File: src/rtl/aud_rx_pkg.sv
package aud_rx_pkg;

   typedef enum logic [2:0] {
      FMT_RJ16  = 3'b000,
      FMT_RJ20  = 3'b001,
      FMT_RJ24  = 3'b010,
      FMT_LJ24  = 3'b011,
      FMT_I2S16 = 3'b100,
      FMT_I2S24 = 3'b101,
      FMT_RSV6  = 3'b110,
      FMT_RSV7  = 3'b111
   } fmt_code_e;

   // ok: legal code; rj: word pinned to end of half; i2s: inverted polarity
   // lead: bits skipped after the transition; len: word length
   typedef struct packed {
      logic       ok;
      logic       rj;
      logic       i2s;
      logic [1:0] lead;
      logic [5:0] len;
   } fmt_cfg_t;

   function automatic fmt_cfg_t decode_fmt(input logic [2:0] code);
      fmt_cfg_t c;
      c = '0;
      case (fmt_code_e'(code))
         FMT_RJ16:  begin c.ok = 1'b1; c.rj = 1'b1; c.len = 6'd16; end
         FMT_RJ20:  begin c.ok = 1'b1; c.rj = 1'b1; c.len = 6'd20; end
         FMT_RJ24:  begin c.ok = 1'b1; c.rj = 1'b1; c.len = 6'd24; end
         FMT_LJ24:  begin c.ok = 1'b1; c.len = 6'd24; end
         FMT_I2S16: begin c.ok = 1'b1; c.i2s = 1'b1; c.lead = 2'd1; c.len = 6'd16; end
         FMT_I2S24: begin c.ok = 1'b1; c.i2s = 1'b1; c.lead = 2'd1; c.len = 6'd24; end
         default:   c = '0;
      endcase
      return c;
   endfunction

endpackage

File: src/rtl/aud_rx_sync.sv
module aud_rx_sync #(
   parameter int STAGES = 2,
   parameter int WIDTH  = 3
) (
   input  logic             clk,
   input  logic             rst_n,
   input  logic [WIDTH-1:0] d_i,
   output logic [WIDTH-1:0] q_o
);

   generate
      for (genvar s = 0; s < STAGES; s++) begin : g_stage
         logic [WIDTH-1:0] r;
         if (s == 0) begin : g_first
            always_ff @(posedge clk or negedge rst_n) begin
               if (!rst_n) r <= '0;
               else        r <= d_i;
            end
         end else begin : g_next
            always_ff @(posedge clk or negedge rst_n) begin
               if (!rst_n) r <= '0;
               else        r <= g_stage[s-1].r;
            end
         end
      end
   endgenerate

   assign q_o = g_stage[STAGES-1].r;

endmodule

File: src/rtl/aud_rx_deser.sv
module aud_rx_deser
   import aud_rx_pkg::*;
#(
   parameter int SAMPLE_W   = 24,
   parameter int SLOT_CNT_W = 7
) (
   input  logic                clk,
   input  logic                rst_n,
   input  logic                bclk_s,
   input  logic                wclk_s,
   input  logic                data_s,
   input  fmt_cfg_t            cfg,
   output logic                word_stb_o,
   output logic                word_left_o,
   output logic [SAMPLE_W-1:0] word_o
);

   localparam logic [SLOT_CNT_W-1:0] POS_MAX = {SLOT_CNT_W{1'b1}};

   logic                  bclk_q;
   logic                  wclk_last;
   logic                  have_bit;
   logic                  armed;
   logic [SLOT_CNT_W-1:0] pos;
   logic [SAMPLE_W-1:0]   rj_sh;
   logic [SAMPLE_W-1:0]   lj_sh;
   logic [SAMPLE_W-1:0]   len_mask;
   logic                  bit_stb;
   logic                  edge_hit;
   logic                  in_win;
   logic [SLOT_CNT_W-1:0] win_lo;
   logic [SLOT_CNT_W-1:0] win_hi;

   assign bit_stb  = bclk_s & ~bclk_q;
   assign edge_hit = have_bit & (wclk_s != wclk_last);
   assign win_lo   = SLOT_CNT_W'(cfg.lead);
   assign win_hi   = SLOT_CNT_W'(cfg.lead) + SLOT_CNT_W'(cfg.len);
   assign in_win   = (pos >= win_lo) && (pos < win_hi);

   always_comb begin
      for (int i = 0; i < SAMPLE_W; i++) begin
         len_mask[i] = (i < int'(cfg.len));
      end
   end

   always_ff @(posedge clk or negedge rst_n) begin
      if (!rst_n) begin
         bclk_q      <= 1'b0;
         wclk_last   <= 1'b0;
         have_bit    <= 1'b0;
         armed       <= 1'b0;
         pos         <= '0;
         rj_sh       <= '0;
         lj_sh       <= '0;
         word_stb_o  <= 1'b0;
         word_left_o <= 1'b0;
         word_o      <= '0;
      end else begin
         bclk_q     <= bclk_s;
         word_stb_o <= 1'b0;
         if (bit_stb) begin
            have_bit  <= 1'b1;
            wclk_last <= wclk_s;
            rj_sh     <= {rj_sh[SAMPLE_W-2:0], data_s};
            if (edge_hit) begin
               armed <= 1'b1;
               pos   <= SLOT_CNT_W'(1);
               lj_sh <= (cfg.lead == 2'd0) ? SAMPLE_W'(data_s) : '0;
               if (armed && cfg.ok) begin
                  word_stb_o  <= 1'b1;
                  word_left_o <= wclk_last ^ cfg.i2s;
                  word_o      <= (cfg.rj ? rj_sh : lj_sh) & len_mask;
               end
            end else begin
               if (pos != POS_MAX) pos <= pos + 1'b1;
               if (in_win) lj_sh <= {lj_sh[SAMPLE_W-2:0], data_s};
            end
         end
      end
   end

endmodule

File: src/rtl/aud_rx_pair.sv
module aud_rx_pair #(
   parameter int SAMPLE_W = 24
) (
   input  logic                clk,
   input  logic                rst_n,
   input  logic                fmt_ok,
   input  logic [5:0]          word_len,
   input  logic                word_stb_i,
   input  logic                word_left_i,
   input  logic [SAMPLE_W-1:0] word_i,
   output logic                smp_valid_o,
   output logic [SAMPLE_W-1:0] left_o,
   output logic [SAMPLE_W-1:0] right_o
);

   logic [SAMPLE_W-1:0] left_hold;
   logic                have_left;
   logic [SAMPLE_W-1:0] word_ext;

   function automatic logic [SAMPLE_W-1:0] sext(input logic [SAMPLE_W-1:0] raw,
                                                input logic [5:0] len);
      logic                sgn;
      logic [SAMPLE_W-1:0] res;
      sgn = (len == 6'd0) ? 1'b0 : raw[int'(len) - 1];
      for (int i = 0; i < SAMPLE_W; i++) begin
         res[i] = (i < int'(len)) ? raw[i] : sgn;
      end
      return res;
   endfunction

   assign word_ext = sext(word_i, word_len);

   always_ff @(posedge clk or negedge rst_n) begin
      if (!rst_n) begin
         left_hold   <= '0;
         have_left   <= 1'b0;
         smp_valid_o <= 1'b0;
         left_o      <= '0;
         right_o     <= '0;
      end else begin
         smp_valid_o <= 1'b0;
         if (!fmt_ok) begin
            have_left <= 1'b0;
         end else if (word_stb_i) begin
            if (word_left_i) begin
               left_hold <= word_ext;
               have_left <= 1'b1;
            end else if (have_left) begin
               left_o      <= left_hold;
               right_o     <= word_ext;
               smp_valid_o <= 1'b1;
               have_left   <= 1'b0;
            end
         end
      end
   end

endmodule

File: src/rtl/aud_ser_rx.sv
module aud_ser_rx
   import aud_rx_pkg::*;
#(
   parameter int SAMPLE_W    = 24,
   parameter int SYNC_STAGES = 2,
   parameter int SLOT_CNT_W  = 7
) (
   input  logic                clk,
   input  logic                rst_n,
   input  logic                bclk_i,
   input  logic                wclk_i,
   input  logic                sdata_i,
   input  logic [2:0]          fmt_i,
   output logic                smp_valid_o,
   output logic [SAMPLE_W-1:0] left_o,
   output logic [SAMPLE_W-1:0] right_o
);

   localparam int LINES = 3;

   generate
      if (SYNC_STAGES < 2) begin : g_bad_sync
         $error("SYNC_STAGES must be at least 2");
      end
      if (SAMPLE_W < 24) begin : g_bad_width
         $error("SAMPLE_W must hold a 24-bit word");
      end
      if (SLOT_CNT_W < 6) begin : g_bad_cnt
         $error("SLOT_CNT_W too small for a 24-bit window");
      end
   endgenerate

   fmt_cfg_t            cfg;
   logic [LINES-1:0]    lines_s;
   logic                word_stb;
   logic                word_left;
   logic [SAMPLE_W-1:0] word;

   assign cfg = decode_fmt(fmt_i);

   aud_rx_sync #(
      .STAGES (SYNC_STAGES),
      .WIDTH  (LINES)
   ) u_sync (
      .clk   (clk),
      .rst_n (rst_n),
      .d_i   ({bclk_i, wclk_i, sdata_i}),
      .q_o   (lines_s)
   );

   aud_rx_deser #(
      .SAMPLE_W   (SAMPLE_W),
      .SLOT_CNT_W (SLOT_CNT_W)
   ) u_deser (
      .clk         (clk),
      .rst_n       (rst_n),
      .bclk_s      (lines_s[2]),
      .wclk_s      (lines_s[1]),
      .data_s      (lines_s[0]),
      .cfg         (cfg),
      .word_stb_o  (word_stb),
      .word_left_o (word_left),
      .word_o      (word)
   );

   aud_rx_pair #(
      .SAMPLE_W (SAMPLE_W)
   ) u_pair (
      .clk         (clk),
      .rst_n       (rst_n),
      .fmt_ok      (cfg.ok),
      .word_len    (cfg.len),
      .word_stb_i  (word_stb),
      .word_left_i (word_left),
      .word_i      (word),
      .smp_valid_o (smp_valid_o),
      .left_o      (left_o),
      .right_o     (right_o)
   );

endmodule

File: config.mk
export PLATFORM = sky130hd
export DESIGN_NAME = aud_ser_rx
export DESIGN_NICKNAME = d
export VERILOG_FILES = /design/src/rtl/aud_rx_pkg.sv /design/src/rtl/aud_rx_sync.sv /design/src/rtl/aud_rx_deser.sv /design/src/rtl/aud_rx_pair.sv /design/src/rtl/aud_ser_rx.sv
export SDC_FILE = /design/constraint.sdc
export NUM_CORES = 1
export LEC_CHECK = 0
export CORE_AREA = 2 2 135 137
export DETAILED_ROUTE_END_ITERATION = 16
export DIE_AREA = 0 0 137 139
export GPL_TIMING_DRIVEN = 1
export PLACE_DENSITY = 0.69
export SLEW_MARGIN = 20
export SYNTH_ARGS = -nofsm -noshare
export SYNTH_HDL_FRONTEND = slang
export SYNTH_SLANG_ARGS = --single-unit
export TNS_END_PERCENT = 30
File: constraint.sdc
create_clock -name clk -period 5.1 [get_ports clk]
set_input_delay 1.02 -clock clk [delete_from_list [all_inputs] [get_ports clk]]
set_output_delay 1.02 -clock clk [all_outputs]
set_load 0.1 [all_outputs]
# ---- After elaboration in Yosys (flattened, before gate mapping)
# Index checks and enable logic that the tools add are counted.
dict set report word_totals {
  elab_cells 127
  register_bits 165
}
dict set report op_classes {
  reduce_logical 18
  bitwise_logic 6
  magnitude_cmp 27
  mux 48
  add_sub_neg 3
  eq_ne 8
}
# cell count
set op_table {}
lappend op_table {{two-way mux 24 bit} 3}
lappend op_table {{< comparator 4 x 5 -> 1 bit (first input constant)} 8}
lappend op_table {{< comparator 5 bit (first input constant)} 8}
lappend op_table {{two-way mux 1 bit} 40}
lappend op_table {{< comparator 32 x 7 -> 1 bit (second input constant)} 1}
lappend op_table {{AND 24 bit} 1}
lappend op_table {{< comparator 3 x 5 -> 1 bit (first input constant)} 4}
lappend op_table {{case mux 5 bit (3 select lines)} 1}
lappend op_table {{two-way mux 7 bit} 2}
lappend op_table {{< comparator 1 x 5 -> 1 bit (first input constant)} 2}
lappend op_table {{< comparator 2 x 5 -> 1 bit (first input constant)} 2}
lappend op_table {{adder 7 x 1 -> 7 bit (second input constant)} 1}
lappend op_table {{>= comparator 7 x 2 -> 1 bit} 1}
lappend op_table {{< comparator 7 bit} 1}
lappend op_table {{inequality test 7 bit (second input constant)} 1}
lappend op_table {{adder 2 x 5 -> 6 bit} 1}
lappend op_table {{equality test 3 x 2 -> 1 bit (second input constant)} 2}
lappend op_table {{equality test 3 bit (second input constant)} 2}
lappend op_table {{logical NOT 6 bit} 1}
lappend op_table {{AND reduction 2 bit} 3}
lappend op_table {{AND reduction 3 bit} 2}
lappend op_table {{OR reduction 3 bit} 2}
lappend op_table {{OR reduction 6 bit} 1}
lappend op_table {{subtractor 5 x 1 -> 6 bit (second input constant)} 1}
lappend op_table {{other kinds (14)} 19}

# ---- Logic depth before layout (Yosys ltp)
# Gate-level depths: netlist (run 1).
dict set report depth {
  ltp_word 9
  ltp_mapped 12
  ltp_nobuf 9
}

# ---- Cells and area by module
# From an unflattened synthesis (run 1), not the netlist that was laid out.
dict set report unflattened {
  cells_unflattened 797
  hier_area_um2 7838.8
}
# mod seq_area_each_um2 n_inst cells_each area_each_um2
set modules_own_cells {}
lappend modules_own_cells {aud_rx_deser 2127.0 1 388 4051.4}
lappend modules_own_cells {aud_rx_pair 1851.8 1 394 3590.9}
lappend modules_own_cells {aud_rx_sync 150.1 1 6 150.1}
lappend modules_own_cells {aud_ser_rx 0.0 1 9 46.3}

# ---- Least setup slack after synthesis (run 1)
# Ideal clock, no wire load.
dict set report synth_path {
  path_kind {input to register}
  from {in fmt_i[2]}
  to {reg u_deser.lj_sh[0]}
  path_stages 10
  required_time_ps 4975
  n_path_buf 1
  setup_ps 125
  path_slack_ps 2163
  t_arrival_ps 2812
  path_cell_list {buf_2 nand2b_1 nand2_1 inv_1 ha_1 nand2_1 o21ai_0 a21boi_2 nor2_1 mux2_2}
}
dict set report synth_between {
  elab_chain_len 8
}
# element line_no
set synth_lines {}
lappend synth_lines {{from (decl)} aud_ser_rx.sv:13} ;# input logic [2:0] fmt_i,
lappend synth_lines {{equality test 3 bit, or another cell as far along} aud_rx_pkg.sv:27} ;# case (fmt_code_e'(code))
lappend synth_lines {{OR reduction 3 bit (no line) / OR reduction 2 bit (equally long branches)} -}
lappend synth_lines {{case mux 5 bit (3 select lines) / two-way mux 3 bit (equally long branches)} aud_rx_pkg.sv:27}
lappend synth_lines {{adder 2 x 5 -> 6 bit} aud_rx_deser.sv:37} ;# assign win_hi = SLOT_CNT_W'(cfg.lead) + SLOT_CNT_W'(cfg.len);
lappend synth_lines {{< comparator 7 bit} aud_rx_deser.sv:38} ;# assign in_win = (pos >= win_lo) && (pos < win_hi);
lappend synth_lines {{logical AND 1 bit} aud_rx_deser.sv:38}
lappend synth_lines {{nonzero test 2 bit (no line)} -}
lappend synth_lines {{AND reduction 2 bit (no line)} -}
lappend synth_lines {{to (signal assigned)} aud_rx_deser.sv:68} ;# lj_sh <= (cfg.lead == 2'd0) ? SAMPLE_W'(data_s) : '0;
lappend synth_lines {{to (signal assigned)} aud_rx_deser.sv:76} ;# if (in_win) lj_sh <= {lj_sh[SAMPLE_W-2:0], data_s};
lappend synth_lines {{to (decl)} aud_rx_deser.sv:26} ;# logic [SAMPLE_W-1:0] lj_sh;
# Several ways; a longest one is shown, not always the timed one.
# A chain may end at the register's enable or synchronous reset.

# ---- Worst setup path after layout (run 1)
dict set report layout_path {
  from {in fmt_i[2]}
  to {reg u_deser.lj_sh[14]}
}
dict set report layout_between {
  elab_chain_len 8
}
# element line_no
set layout_lines {}
lappend layout_lines {{equality test 3 bit, or another cell as far along} aud_rx_pkg.sv:27}
lappend layout_lines {{OR reduction 3 bit (no line) / OR reduction 2 bit (equally long branches)} -}
lappend layout_lines {{case mux 5 bit (3 select lines) / two-way mux 3 bit (equally long branches)} aud_rx_pkg.sv:27}
lappend layout_lines {{adder 2 x 5 -> 6 bit} aud_rx_deser.sv:37}
lappend layout_lines {{< comparator 7 bit} aud_rx_deser.sv:38}
lappend layout_lines {{logical AND 1 bit *} aud_rx_deser.sv:38}
lappend layout_lines {{nonzero test 2 bit (no line) *} -}
lappend layout_lines {{AND reduction 2 bit (no line) *} -}
# Mark *: on every way between the ends. The rest lies on a longest branch, timed or not.

==> flow_summary.toml, run 1 <==
[run_status]
status = "finished clean"

[route]
drc = 0
drtPass1Iterations = 5
drtAntennaViolNets = 0
routed_wl_microns = 13500
vias = 4732
post_drt_wl_per_cell_microns = 13.9
drt_iter0_drc = 250
drt-vias-per-instance = 4.88

[worst_setup_path]
slowest_stage = "and2_1"
worst-setup-path-type = "primary input to register"
worstSetupEndpointType = "register"
max_stage_delay_ns = 0.65
cp_max_fo = 23
crit_buf_inv = 2
arrival_ns = 3.82
crit_chain = "clkdlybuf4s50_1 > nand2b_1 > nand2_1 > inv_1 > ha_1 > a21oi_1 > o21ai_0 > a21boi_2 > and2_1 > a22o_2"
start_kind = "primary input"
cp.required_ns = 5.46
cp_top_family = "simple AND/OR/NAND/NOR gates"

[clocking]
ctsResizeCount = 0
hold_buffers = 0
clock_path_buffers = 2
cts_htree_levels = 4
root_buffer = "clkbuf_16"
cts_tree = "yes"
clock_latency_ns = 0.43
cts_buffers = 17
clock_sinks = 165
cts_setup_buffers = 0
clkTransAtPathRegs_ns = 0.06

[die]
ioPinCount = 57
start_util_pct = 38.2
rows = 49
die_w_microns = 137
dieHeight_microns = 139
dieArea_sq_um = 19000
core_area_sq_um = 17700

[pwr]
power_density_nw_per_um2 = 397
ir_drop_mv = 0.272
clockPowerShare_pct = 41.2
combPwrFrac_pct = 11.9
p_leak_nw = 4.00
pwr-share-seq_pct = 47.0
p_sw_share_pct = 27.6
intPower_mw = 2.33
power.switching_uw = 888

[flow_run]
maxCapViolations = 0

[sta]
fin_crit_ns = 3.46
clock_skew_ns = 0.0107
rsz0062_at_grt = "no"
hold_viol_final = 0
max_freq_mhz = 289
maxSlewViolCount = 0
max_slew_margin_pct = 33.9
setup_viol = 0
fin_crit_sh_pct = 67.9
tns_ns = 0
tightest_slew_ns = 0.989

[global_routing]
grt_max_degree = 99
grt_pass1_vias = 4641
antenna_found_initial = 0
overflow = 0
grt_first_pass_wirelength_microns = 23300
grt_usage_pct = 15.4

[worst_hold_path]
min_path_type = "register to register"

[layout]
post-route-util_pct = 45.8
n_antenna_cell = 0
nets = 743
stdcell_count = 970
drive_gt1_share_pct = 9.72
syn_to_final_growth_pct = 20.1

[synth]
synthCells = 680
synth_area_leaders = "dfrtp_1 61%, nand2_1 16%, mux2i_1 3.9%"
ys_seq_area_share_pct = 61.3
synth_edf_count = 0
avgSynthCellArea_sq_um = 9.91
synth_ff_type = "dfrtp_1"
syn_nets = 694
netlist_area_sq_um = 6740
synth.distinct_cells = 46
yosys-top-cells-count = "290 x nand2_1, 165 x dfrtp_1, 26 x mux2i_1"
synth_top_area_share_pct = 61.3
ys_seq_elements = 165
synth_top_area_cell = "dfrtp_1"
ys_warn_count = 0
synth.most_common_cell = "nand2_1"
async_flop_share_pct = 100

[place]
gp_congestion = 0.814
hpwl_microns = 8910
numPortBuffers = 56
dpl.cell_count = 939
==> worst paths after layout <==
path | startpoint | end | slack [ns] | cells past startpoint
max | fmt_i[2] | u_deser.lj_sh[14] | 1.64 | 10
min | u_sync.g_stage[0].r[2] | u_sync.q_o[2] | 0.35 | 0
max reg2reg | u_deser.bclk_q | u_deser.lj_sh[14] | 2.48 | 6
min reg2reg | u_sync.g_stage[0].r[2] | u_sync.q_o[2] | 0.35 | 0
max in group asynchronous | rst_n | u_pair.right_o[5] | 3.42 | 2
min in group asynchronous | rst_n | u_deser.rj_sh[12] | 0.68 | 1
==> cell families after synthesis <==
family,after synthesis,share of synthesized area [%]
AND/OR/NAND/NOR,344,20.6
flip-flops,165,61.3
AO/OA/AOI/OAI,93,9.60
buffers and inverters,43,3.10
multiplexers,27,4.03
adder cells (fa/ha/maj),6,1.11
XOR/XNOR,2,0.260
==> sequential cells by signal (all words and copies together), names as in the netlist, 3 cells and up <==
signal / cells
u_sync.g_stage.r: 3
u_sync.q_o: 3
u_deser.rj_sh: 24
u_deser.word_o: 24
u_deser.lj_sh: 24
u_pair.left_hold: 24
u_pair.left_o: 24
u_deser.pos: 7
u_pair.right_o: 24
==> per-layer routing <==
layer  vias up  routed length, microns  global-route usage (%)
li1       2341                       -                       -
met1      2293                    6570                    21.7
met2        81                    6310                    23.3
met3        17                     458                    3.62
met4         0                     183                    5.48
met5         -                       0                       0
==> power by group through the flow <==
stage	registers, mW	clock network [mW]	logic (mW)
final	1.51	1.32	0.382
after global routing	1.52	1.41	0.423
after CTS	1.51	1.35	0.388
after detailed placement	1.53	0	0.385
after global placement	1.53	0	0.374
after floorplan	1.60	0	0.195
==> layout make-up <==
class / instances / area (sq um)
tap: 229 / 287
clock inverter: 13 / 173
fill: 1652 / 9570
timing repair buffer: 65 / 629
inverter: 8 / 30.0
multi-input combinational: 472 / 2400
sequential: 165 / 4130
clock buffer: 18 / 439
==> stage by stage <==
| step | hold slack [ns] | area, sq um | worst slack (ns) | power (mW) |
|---|---|---|---|---|
| detailed placement | 0.335 | 7480 | 1.22 | 1.92 |
| global route | 0.358 | 8090 | 1.44 | 3.36 |
| CTS | 0.349 | 8090 | 1.62 | 3.25 |
| global placement | 0.333 | 7480 | 1.29 | 1.90 |
| finish | 0.348 | 8090 | 1.64 | 3.22 |
| floorplan | 0.331 | 6740 | 2.16 | 1.79 |
==> cell usage in the layout, fill, tap and decap left out, drive strengths merged, types with 2 or more instances in the layout <==
cell and n:
a31oi 2, bufinv 3, clkinv 4, clkdlybuf4s50 55, o21ai 25, o22ai 2, o31ai 6, nand2b 6
dfrtp 165, ha 6, and2 4, clkinvlp 2, nor2 19, inv 12, o211ai 9, or3 2
mux2i 26, buf 10, a21boi 2, nand4 2, nor2b 4, nand2 290, clkbuf 18, and3 3
a21oi 20, nand3 4, a22o 23
(Power assumes the default switching activity.)
==> inputs of run 2 (changes only) <==
==> constraint.sdc (replaced) <==
create_clock -name clk -period 3.23 [get_ports clk]
set_input_delay 0.646 -clock clk [delete_from_list [all_inputs] [get_ports clk]]
set_output_delay 0.646 -clock clk [all_outputs]
set_load 0.1 [all_outputs]
==> run 2 against run 1 <==
  * Hold slack got worse by 0.058 ns
  * Final area grew 0.11%
  * Sequential power is 58% higher
  * Sequential share of layout area shrank 0.055 points
  * Power up 61%
  * Non-clock buffer count increased by 10
  * First-iteration DRC count is 20% higher
  * Via count shrank 0.97%
  * Critical path type unchanged
==> flow_summary.toml, run 2 (synthesized netlist as in run 1, its figures left out) <==
[die]
core_area_sq_um = 17700
rows = 49
dieArea_sq_um = 19000
start_util_pct = 38.2
ioPinCount = 57
die_w_microns = 137
dieHeight_microns = 139

[layout]
syn_to_final_growth_pct = 20.2
layout_common_cells = "290 x nand2_1, 165 x dfrtp_1, 66 x buf_4, 26 x mux2i_1, 25 x o21ai_0"
nets = 753
final_common_cell = "nand2_1"
drive_gt1_share_pct = 17.1
n_antenna_cell = 0
post-route-util_pct = 45.9
fill_cells = 1640

[clocking]
clkTransAtPathRegs_ns = 0.06
cts_buffers = 17
cts_tree = "yes"
clock_path_buffers = 2
cts_htree_levels = 4
root_buffer = "clkbuf_16"
cts_setup_buffers = 0
ctsResizeCount = 0
clock_sinks = 165
hold_buffers = 0
clock_latency_ns = 0.41

[worst_setup_path]
start_kind = "primary input"
arrival_ns = 3.24
worst-setup-path-type = "primary input to register"
worstSetupEndpointType = "register"
crit_end = "u_deser.lj_sh[2]"
r2r_start = "u_deser.pos[4]"
cp_max_fo = 23
r2r_cells = 6
rrSetupSlack_ns = 0.86
cp.required_ns = 3.58
reg2reg_to = "u_deser.lj_sh[2]"
crit_start = "fmt_i[1]"

[global_routing]
grt_first_pass_wirelength_microns = 23000
grt_max_degree = 88
grt_usage_pct = 15.1
antenna_found_initial = 0
grt_pass1_vias = 4568
overflow = 0

[route]
drtAntennaViolNets = 0
drtPass1Iterations = 4
drt_iter0_drc = 299
drc = 0
vias = 4686
drt-vias-per-instance = 4.79
routed_wl_microns = 13500
post_drt_wl_per_cell_microns = 13.8

[pwr]
pwr-share-seq_pct = 46.0
ir_drop_mv = 0.402
p_leak_nw = 4.18
p_sw_share_pct = 25.6
power.switching_mw = 1.32
power_density_nw_per_um2 = 640
clockPowerShare_pct = 42.3
combPwrFrac_pct = 11.7
intPower_mw = 3.86

[run_status]
status = "finished clean"

[flow_run]
maxCapViolations = 0

[sta]
tightest_slew_ns = 0.834
fin_hold_ws_ns = 0.290
hold_viol_final = 0
rsz0062_at_grt = "no"
fin_crit_ns = 2.89
fin_ws_ns = 0.337
max_freq_mhz = 346
clock_skew_ns = 0.00629
fin_crit_sh_pct = 89.6
setup_viol = 0
maxSlewViolCount = 0
max_slew_margin_pct = 44.4

[place]
hpwl_microns = 9030
pre_cts_ws_ns = -0.0746
gp_congestion = 0.785
numPortBuffers = 56

[worst_hold_path]
min_path_type = "primary input to async pin"
run 2: area by class of cell:
cell class                 count  area [sq um]  area share (%)
clock buffer                  21           470            5.81
clock inverter                 8           173            2.13
inverter                       8          30.0           0.371
multi-input combinational    472          2400            29.7
sequential                   165          4130            51.0
tap                          229           287            3.54
timing repair buffer          75           607            7.49
run 2: worst min-delay path by stage:
stage,end,cells past startpoint
floorplan,u_sync.q_o[0],0
global placement,u_sync.q_o[2],0
detailed placement,u_sync.q_o[2],0
CTS,u_deser.rj_sh[13],1
global route,u_sync.q_o[2],0
finish,u_deser.rj_sh[12],1
run 2: layer usage:
| layer | track usage [%] | wire, microns | share of wire [%] | up-vias |
|---|---|---|---|---|
| met5 | 0 | 0 | 0 | - |
| met4 | 5.37 | 143 | 1.1 | 0 |
| met3 | 3.00 | 384 | 2.9 | 10 |
| met2 | 22.4 | 6270 | 47 | 61 |
| met1 | 22.0 | 6670 | 50 | 2259 |
| li1 | - | - | - | 2356 |
run 2: power by group through the flow:
| stage | registers (mW) | logic (mW) | clock network (mW) |
|---|---|---|---|
| global route | 2.41 | 0.674 | 2.32 |
| finish | 2.38 | 0.607 | 2.19 |
| floorplan | 2.53 | 0.308 | 0 |
| CTS | 2.38 | 0.617 | 2.23 |
| detailed placement | 2.42 | 0.614 | 0 |
| global placement | 2.41 | 0.599 | 0 |
run 2: worst max-delay path: stages:
cell             delay, ns
clkdlybuf4s50_1       0.53
nand2_1               0.14
inv_1                 0.06
ha_1                  0.19
or3_1                 0.31
a211oi_1              0.20
a21boi_2              0.21
and2_1                0.67
a22o_2                0.26
run 2: per-stage QoR:
step / setup TNS, ns / instance area, sq um / std cells / power (mW)
2_1_floorplan: 0 / 6740 / 680 / 2.83
3_3_place_gp: 0 / 7460 / 949 / 3.01
3_5_place_dp: -1.46 / 7460 / 949 / 3.03
4_1_cts: 0 / 8100 / 978 / 5.24
5_1_grt: 0 / 8100 / 978 / 5.40
6_report: 0 / 8100 / 978 / 5.18
==> inputs of run 3 (changes only) <==
--- a/config.mk
+++ b/config.mk
@@ -6,10 +6,11 @@
 export NUM_CORES = 1
 export LEC_CHECK = 0
 export CORE_AREA = 2 2 135 137
+export CTS_BUF_LIST = sky130_fd_sc_hd__clkbuf_4
 export DETAILED_ROUTE_END_ITERATION = 16
 export DIE_AREA = 0 0 137 139
 export GPL_TIMING_DRIVEN = 1
-export PLACE_DENSITY = 0.69
+export PLACE_DENSITY = 0.67
 export SLEW_MARGIN = 20
 export SYNTH_ARGS = -nofsm -noshare
 export SYNTH_HDL_FRONTEND = slang
==> run 3 against run 2 <==
  * Sequential power about the same
  * Power down 21%
  * Highest routed layer unchanged
  * Critical path type unchanged
  * Cell count up 0.82%
  * Core utilization down 2.0 points
  * Die area unchanged
  * Critical endpoint is now u_deser.lj_sh[12]
==> flow_summary.toml, run 3 (synthesized netlist as in run 1, its figures left out) <==
[layout]
final_common_cell = "nand2_1"
syn_to_final_growth_pct = 15.1
drive_gt1_share_pct = 17.6
fill_cells = 1689
layout_common_cells = "290 x nand2_1, 165 x dfrtp_1, 69 x buf_4, 26 x mux2i_1, 25 x o21ai_0"
nets = 757
post-route-util_pct = 43.9

[sta]
setup_viol = 0
max_freq_mhz = 367
maxSlewViolCount = 0
fin_crit_sh_pct = 84.3
tightest_slew_ns = 0.813
clock_skew_ns = 0.0235
tns_ns = 0
fin_crit_ns = 2.72
rsz0062_at_grt = "no"
hold_viol_final = 0
max_slew_margin_pct = 45.8

[pwr]
ir_drop_mv = 0.247
power.switching_mw = 1.28
intPower_mw = 2.83
pwr-share-seq_pct = 57.9
p_sw_share_pct = 31.1
clockPowerShare_pct = 27.4
power_density_nw_per_um2 = 530
combPwrFrac_pct = 14.7
p_leak_nw = 4.02

[route]
drtAntennaViolNets = 0
drtPass1Iterations = 4
drt-vias-per-instance = 4.77
post_drt_wl_per_cell_microns = 13.4
drt_iter0_drc = 281
routed_wl_microns = 13200
vias = 4704
drc = 0

[global_routing]
grt_first_pass_wirelength_microns = 22400
overflow = 0
grt_max_degree = 64
grt_pass1_vias = 4480
antenna_found_initial = 1
grt_usage_pct = 14.7

[worst_setup_path]
r2r_start = "u_deser.pos[4]"
rrSetupSlack_ns = 0.84
cp_max_fo = 23
start_kind = "primary input"
arrival_ns = 3.20
worstSetupEndpointType = "register"
slowest_stage = "and2_1"
reg2reg_to = "u_deser.lj_sh[12]"
max_stage_delay_ns = 0.68
cp.required_ns = 3.71
r2r_cells = 6
crit_chain = "clkdlybuf4s50_1 > nand3b_1 > nand2_1 > inv_1 > ha_1 > a21oi_1 > o21ai_0 > a21boi_2 > and2_1 > a22o_2"
worst-setup-path-type = "primary input to register"

[clocking]
cts_tree = "yes"
clock_latency_ns = 0.56
cts_buffers = 17
cts_htree_levels = 4
clock_path_buffers = 2
clkTransAtPathRegs_ns = 0.13
root_buffer = "clkbuf_4"
clock_sinks = 165
cts_setup_buffers = 0

[die]
start_util_pct = 38.2
rows = 49
dieArea_sq_um = 19000
die_w_microns = 137
dieHeight_microns = 139
ioPinCount = 57
core_area_sq_um = 17700

[place]
hpwl_microns = 9060
gp_congestion = 0.792
numPortBuffers = 56

[run_status]
status = "finished clean"

[worst_hold_path]
hold_end = "u_sync.q_o[1]"
min_path_type = "register to register"
holdPathStages = 0
hp-start = "u_sync.g_stage[0].r[1]"

[flow_run]
maxCapViolations = 0
==> run 3: cell type report <==
cell class / instances / area (sq um) / share of cell area (%)
Sequential cell: 165 / 4130 / 53.3
Multi-Input combinational cell: 472 / 2400 / 31.0
Timing Repair Buffer: 79 / 639 / 8.25
Tap cell: 229 / 287 / 3.70
Clock buffer: 18 / 135 / 1.74
Clock inverter: 14 / 126 / 1.63
Inverter: 8 / 30.0 / 0.387
Antenna cell: 1 / 2.50 / 0.0323
==> run 3: power by group through the flow <==
| stage | registers (mW) | clock network (mW) | logic, mW |
|---|---|---|---|
| finish | 2.38 | 1.12 | 0.604 |
| global route | 2.41 | 1.24 | 0.674 |
| CTS | 2.38 | 1.17 | 0.614 |
| detailed placement | 2.42 | 0 | 0.613 |
| global placement | 2.41 | 0 | 0.600 |
| floorplan | 2.53 | 0 | 0.308 |
==> run 3: worst max path at each step <==
stage	start	endpoint	slack (ns)	depth (start not counted)
floorplan	fmt_i[2]	u_deser.lj_sh[0]	0.67	10
global placement	fmt_i[1]	u_deser.lj_sh[9]	0.05	10
detailed placement	fmt_i[1]	u_deser.lj_sh[10]	-0.02	10
CTS	fmt_i[1]	u_deser.lj_sh[12]	0.57	10
global route	fmt_i[1]	u_deser.lj_sh[12]	0.37	9
finish	fmt_i[1]	u_deser.lj_sh[12]	0.51	10
==> run 3: worst max-delay path: cells and delay by family <==
| kind | cells | cell delay, ns |
|---|---|---|
| compound gates | 4 | 0.68 |
| buf+inv | 2 | 0.56 |
| fa+ha+maj | 1 | 0.30 |
| simple gates | 3 | 1.02 |
==> run 3: routing by layer <==
metal  share of wire (%)  wire length (microns)  vias up  GRT usage [%]
met5                   0                      0        -              0
met4                 1.3                    166        0           5.43
met3                 3.7                    494       12           3.44
met2                  45                   5990       72           21.7
met1                  50                   6530     2252           21.1
li1                    -                      -     2368              -
==> run 3: timing repair <==
| action | 4_1_cts | 5_1_grt |
|---|---|---|
| endpoints found under the hold margin | 22 | 0 |
| gates resized for setup | 0 | 0 |
| hold buffers | 1 | 0 |
==> run 3: stage by stage <==
| step | hold slack [ns] | total power, mW | area (sq um) | std cells | setup slack [ns] |
|---|---|---|---|---|---|
| floorplan | 0.331 | 2.83 | 6740 | 680 | 0.667 |
| global placement | 0.333 | 3.02 | 7480 | 952 | 0.0469 |
| detailed placement | 0.336 | 3.03 | 7480 | 952 | -0.0207 |
| CTS | 0.367 | 4.17 | 7750 | 985 | 0.574 |
| global route | 0.374 | 4.32 | 7750 | 986 | 0.370 |
| finish | 0.363 | 4.11 | 7750 | 986 | 0.508 |
